<file path="src/rtl/dma_irq_pkg.sv">
package dma_irq_pkg;
  localparam int LANE_W = 8;
  localparam int DATA_W = 32;
  localparam int ADDR_W = 2;
  localparam int NLANES = 3;

  typedef enum logic [ADDR_W-1:0] {
    ADDR_FLAGS = 2'd0,
    ADDR_MASK  = 2'd1,
    ADDR_ABORT = 2'd2,
    ADDR_NONE  = 2'd3
  } reg_addr_e;

  // bits that hold state for a given channel count
  function automatic logic [DATA_W-1:0] used_bits(input int nch);
    logic [DATA_W-1:0] m;
    m = '0;
    for (int l = 0; l < NLANES; l++)
      for (int c = 0; c < nch; c++)
        m[l*LANE_W + c] = 1'b1;
    return m;
  endfunction
endpackage

</file>
<file path="src/rtl/irq_rst_sync.sv">
module irq_rst_sync (
  input  logic clk,
  input  logic rst_n_i,
  output logic rst_n_o
);
  logic [1:0] stage_q;

  always_ff @(posedge clk or negedge rst_n_i) begin
    if (!rst_n_i) stage_q <= 2'b00;
    else          stage_q <= {stage_q[0], 1'b1};
  end

  assign rst_n_o = stage_q[1];
endmodule

</file>
<file path="src/rtl/irq_flag_bank.sv">
module irq_flag_bank
  import dma_irq_pkg::*;
#(
  parameter int NCH = 8
) (
  input  logic              clk,
  input  logic              rst_n,
  input  logic [DATA_W-1:0] set_i,
  input  logic [DATA_W-1:0] clr_i,
  output logic [DATA_W-1:0] flags_o
);
  localparam logic [DATA_W-1:0] USED = used_bits(NCH);

  logic [DATA_W-1:0] flags_q, flags_d;
  logic              upd;

  // next state: a set dominates a clear on the same bit
  always_comb begin
    flags_d = (set_i | (flags_q & ~clr_i)) & USED;
    upd     = |((set_i | clr_i) & USED);
  end

  always_ff @(posedge clk or negedge rst_n) begin
    if (!rst_n)   flags_q <= '0;
    else if (upd) flags_q <= flags_d;
  end

  assign flags_o = flags_q;


  set_lands_chk: assert property (@(posedge clk) disable iff (!rst_n)
    (|(set_i & USED)) |=> ((flags_q & $past(set_i & USED)) == $past(set_i & USED)));

  clr_takes_chk: assert property (@(posedge clk) disable iff (!rst_n)
    (|(clr_i & ~set_i & USED)) |=> ((flags_q & $past(clr_i & ~set_i & USED)) == '0));

  idle_hold_chk: assert property (@(posedge clk) disable iff (!rst_n)
    ((set_i == '0) && (clr_i == '0)) |=> $stable(flags_q));
endmodule

</file>
<file path="src/rtl/irq_mask_bank.sv">
module irq_mask_bank
  import dma_irq_pkg::*;
#(
  parameter int NCH = 8
) (
  input  logic              clk,
  input  logic              rst_n,
  input  logic              wr_i,
  input  logic [DATA_W-1:0] data_i,
  output logic [DATA_W-1:0] mask_o
);
  localparam logic [DATA_W-1:0] USED = used_bits(NCH);

  logic [DATA_W-1:0] mask_q, mask_d;

  always_comb mask_d = data_i & USED;

  always_ff @(posedge clk or negedge rst_n) begin
    if (!rst_n)    mask_q <= USED;
    else if (wr_i) mask_q <= mask_d;
  end

  assign mask_o = mask_q;


  mask_write_chk: assert property (@(posedge clk) disable iff (!rst_n)
    wr_i |=> (mask_q == $past(data_i & USED)));

  mask_hold_chk: assert property (@(posedge clk) disable iff (!rst_n)
    !wr_i |=> $stable(mask_q));
endmodule

</file>
<file path="src/rtl/irq_abort_pulse.sv">
module irq_abort_pulse #(
  parameter int NCH = 8
) (
  input  logic           clk,
  input  logic           rst_n,
  input  logic           wr_i,
  input  logic [NCH-1:0] sel_i,
  output logic [NCH-1:0] abort_o
);
  logic [NCH-1:0] abort_q, abort_d;

  always_comb abort_d = wr_i ? sel_i : '0;

  always_ff @(posedge clk or negedge rst_n) begin
    if (!rst_n) abort_q <= '0;
    else        abort_q <= abort_d;
  end

  assign abort_o = abort_q;


  abort_fire_chk: assert property (@(posedge clk) disable iff (!rst_n)
    wr_i |=> (abort_q == $past(sel_i)));

  abort_quiet_chk: assert property (@(posedge clk) disable iff (!rst_n)
    !wr_i |=> (abort_q == '0));
endmodule

</file>
<file path="src/rtl/dma_irq_hub.sv">
module dma_irq_hub
  import dma_irq_pkg::*;
#(
  parameter int NCH = 8
) (
  input  logic              clk,
  input  logic              rst_n,
  input  logic [NCH-1:0]    ev_err,
  input  logic [NCH-1:0]    ev_abort,
  input  logic [NCH-1:0]    ev_done,
  input  logic              wr_en,
  input  logic [ADDR_W-1:0] wr_addr,
  input  logic [DATA_W-1:0] wr_data,
  input  logic [ADDR_W-1:0] rd_addr,
  output logic [DATA_W-1:0] rd_data,
  output logic [NCH-1:0]    abort_req,
  output logic [NCH-1:0]    chan_ongoing,
  output logic              irq
);
  localparam int ERR_LO = 0;
  localparam int ABT_LO = LANE_W;
  localparam int TC_LO  = 2 * LANE_W;

  logic              rst_n_s;
  logic [DATA_W-1:0] set_w, clr_w, flags, mask;
  logic              wr_flags, wr_mask, wr_abort;

  irq_rst_sync u_rst (.clk(clk), .rst_n_i(rst_n), .rst_n_o(rst_n_s));

  // write decode
  always_comb begin
    wr_flags = wr_en && (reg_addr_e'(wr_addr) == ADDR_FLAGS);
    wr_mask  = wr_en && (reg_addr_e'(wr_addr) == ADDR_MASK);
    wr_abort = wr_en && (reg_addr_e'(wr_addr) == ADDR_ABORT);
    clr_w    = wr_flags ? wr_data : '0;
  end

  // event lanes
  always_comb begin
    set_w = '0;
    for (int c = 0; c < NCH; c++) begin
      set_w[ERR_LO + c] = ev_err[c];
      set_w[ABT_LO + c] = ev_abort[c];
      set_w[TC_LO + c]  = ev_done[c];
    end
  end

  irq_flag_bank #(.NCH(NCH)) u_flags (
    .clk(clk), .rst_n(rst_n_s), .set_i(set_w), .clr_i(clr_w), .flags_o(flags));

  irq_mask_bank #(.NCH(NCH)) u_mask (
    .clk(clk), .rst_n(rst_n_s), .wr_i(wr_mask), .data_i(wr_data), .mask_o(mask));

  irq_abort_pulse #(.NCH(NCH)) u_abort (
    .clk(clk), .rst_n(rst_n_s), .wr_i(wr_abort), .sel_i(wr_data[NCH-1:0]),
    .abort_o(abort_req));

  // per-channel pending summary
  for (genvar c = 0; c < NCH; c++) begin : g_chan
    assign chan_ongoing[c] = ~(flags[ERR_LO + c] | flags[ABT_LO + c] | flags[TC_LO + c]);
  end

  assign irq = |(flags & ~mask);

  // read mux
  always_comb begin
    unique case (reg_addr_e'(rd_addr))
      ADDR_FLAGS: rd_data = flags;
      ADDR_MASK:  rd_data = mask;
      default:    rd_data = '0;
    endcase
  end


  irq_source_chk: assert property (@(posedge clk) disable iff (!rst_n_s)
    irq |-> (flags != '0));

  all_ongoing_chk: assert property (@(posedge clk) disable iff (!rst_n_s)
    (flags == '0) |-> (&chan_ongoing));

  unmapped_read_chk: assert property (@(posedge clk) disable iff (!rst_n_s)
    (reg_addr_e'(rd_addr) == ADDR_NONE) |-> (rd_data == '0));

  masked_set_chk: assert property (@(posedge clk) disable iff (!rst_n_s)
    (|(set_w & mask)) |=> (|flags));
endmodule

</file>
<file path="config.mk">
export PLATFORM = sky130hd
export DESIGN_NAME = dma_irq_hub
export DESIGN_NICKNAME = d
export VERILOG_FILES = /design/src/rtl/dma_irq_pkg.sv /design/src/rtl/irq_rst_sync.sv /design/src/rtl/irq_flag_bank.sv /design/src/rtl/irq_mask_bank.sv /design/src/rtl/irq_abort_pulse.sv /design/src/rtl/dma_irq_hub.sv
export SDC_FILE = /design/constraint.sdc
export NUM_CORES = 1
export LEC_CHECK = 0
export CAP_MARGIN = 20
export CORE_MARGIN = 4
export CORE_UTILIZATION = 35
export DETAILED_ROUTE_END_ITERATION = 8
export HOLD_SLACK_MARGIN = 0.02
export PLACE_DENSITY = 0.75
export SLEW_MARGIN = 30
export SYNTH_ARGS = -nofsm -noshare
export SYNTH_HDL_FRONTEND = slang
export SYNTH_HIERARCHICAL = 1
export SYNTH_SLANG_ARGS = --single-unit
</file>
<file path="constraint.sdc">
create_clock -name clk -period 4.5 [get_ports clk]
set_input_delay 0.9 -clock clk [delete_from_list [all_inputs] [get_ports clk]]
set_output_delay 0.9 -clock clk [all_outputs]
set_load 0.05 [all_outputs]
</file>
==> run metrics <==
VDD IR-drop max=0.0001612 V; TritonCTS clock tree=done; H-tree depth=3; die area=0.01115 mm²; GPL Wtd Cong=0.7759; fillcell total=852; FP Rows=35; Mapped Cells=322; status=finished clean; gr ovfl total=0; clk buf depth=2; Core Area=0.009240 mm²; Syn. warnings=6; crit path buf inv count=3; crit start category=primary input; largest net degree at the start of global routing=57; Placed Area=0.004292 mm²; first-pass GRT wire length=13520 µm; final period utilization=77.10%; Post-Place Cells=534; Final Hold Viols=0; critical path capture point type=output pin; unrepaired setup endpoints after global routing=false; count of pins over their slew limit=0; Req. time, crit path=3.60 ns; fmax=around 0.29 GHz; Pwr Total=around 1.6 mW; Remaining DRCs=0; post_cts resized=0; GRT Resource Usage Total=roughly 16%; routed vias/inst=4.430; Worst Setup Path Type=primary input to output pin; clk root buf=clkbuf_8; CTS Sinks=58; Post-Route WL=8481 µm; Mapped Area=0.003334 mm²; Setup TNS=0 ns; fraction of layout cells with a size suffix above 1=approximately a fifth; Slew headroom=between 30% and 40%; Initial DRC Count=about 150; Slowest-stage cell, CP=clkdlybuf4s50_1; Ports=112; Critical Path Most Common Cell=clkdlybuf4s50_1; Initial Util=a little over a third; DIE WIDTH=around 110 µm; sequence of cells on the critical path=clkdlybuf4s50_1 > buf_4 > nor2_1 > clkdlybuf4s50_1; Max-cap violations=0; Fin Clk Skew=between 0.005 and 0.006 ns; Nets=between 400 and 500; leak pwr=2.037 nW; final instance area=roughly 0.0045 mm²; worst hold path type=flop to flop; postcts setup bufs=0; Avg WL per Cell=15.39 µm; worst-margin pin slew=0.9067 ns; Die Y=105.6 µm; Setup violations, final=0; worst reg2reg setup slack=3.61 ns; max incr delay on CP=0.83 ns; crit-path max FO=32; total CTS buffers=9; clk_lat worst skew=0.33 ns; final core occ=49.14%; CTS Hold Bufs=0; Buffers on Ports=95; dpl hpwl=6146 µm; Post-DRT Antenna Nets=0; clock-pin slew on the worst setup and hold paths=0.06 ns; number of global-route vias before repair=2650; DRT Pass-1 Iters=4; initial antenna violation count=0; Synth Area per Inst=10.36 µm²; routed via count=~2400; pwr dens=355.0 mW/mm²; synth-to-layout area growth=36.17%; Final min period=3.469 ns; Ant. Diodes=0; Crit path max-delay family=buffers and inverters; non-filler instance count after layout=551; Critical Path AT=roughly 2.6 ns
## final cells by class
| type | count | area (µm²) | share of cell area (%) |
|---|---|---|---|
| Sequential cell | 58 | 1483 | 32.65 |
| Multi-Input combinational cell | 193 | 1456 | 32.08 |
| Timing Repair Buffer | 99 | 992.2 | 21.85 |
| Inverter | 56 | 210.2 | 4.629 |
| Clock buffer | 12 | 165.2 | 3.637 |
| Tap cell | 129 | 161.4 | 3.555 |
| Clock inverter | 4 | 72.57 | 1.598 |
## path summary, 6_finish.rpt
path                                       startpoint                              end  cells past startpoint
max reg2reg                u_rst/stage_q[1]$_DFF_PN0_  u_flags/flags_o[18]$_DFFE_PN0P_                      1
min                        u_rst/stage_q[0]$_DFF_PN0_       u_rst/stage_q[1]$_DFF_PN0_                      0
max                                        rd_addr[1]                       rd_data[9]                      4
max in group asynchronous  u_rst/stage_q[1]$_DFF_PN0_  u_flags/flags_o[18]$_DFFE_PN0P_                      1
min in group asynchronous  u_rst/stage_q[1]$_DFF_PN0_  u_flags/flags_o[11]$_DFFE_PN0P_                      1
min reg2reg                u_rst/stage_q[0]$_DFF_PN0_       u_rst/stage_q[1]$_DFF_PN0_                      0
## report_power, final
group	switching, mW	internal [mW]
sequential	0.0476	0.604
combinational	0.210	0.184
clock	0.210	0.356
## layout by cell type (no fill, tap or decap)
master and n:
buf_6 1, bufinv_16 2, nand4_1 1, and2_2 13, dfrtp_2 1, buf_2 1
clkbuf_8 12, dfrtp_1 33, buf_4 2, nor3_1 8, a21o_1 24, conb_1 17
o22ai_1 16, dfstp_2 24, and3b_2 2, and2_1 19, inv_1 56, nor2_1 32
buf_12 1, nor3b_4 1, mux2_4 20, mux2i_1 32, clkinvlp_4 1, mux2_2 4
clkdlybuf4s50_1 94, nor4_1 4, clkinv_2 1
## stage by stage
stage | setup slack, ns | hold WS, ns
2_1_floorplan | 1.648 | 0.3312
3_3_place_gp | 1.017 | 0.3376
3_5_place_dp | 1.005 | 0.3412
4_1_cts | 1.000 | 0.3569
5_1_grt | 0.9437 | 0.3682
6_report | 1.031 | 0.3531
## sequential cells by signal, summed over array words and instances, names as in the netlist
register         count
u_flags/flags_o     24
u_abort/abort_o      8
u_mask/mask_o       24
u_rst/stage_q        2
## metal layers
layer / track usage, % / vias up / wire [µm]
met5: 0 / - / 0
met4: 5.365 / 0 / 134
met3: 3.246 / 12 / 381
met2: 25.96 / 64 / 4053
met1: 20.45 / 1166 / 3911
li1: - / 1199 / -
Power figures use the tool's default switching activity.
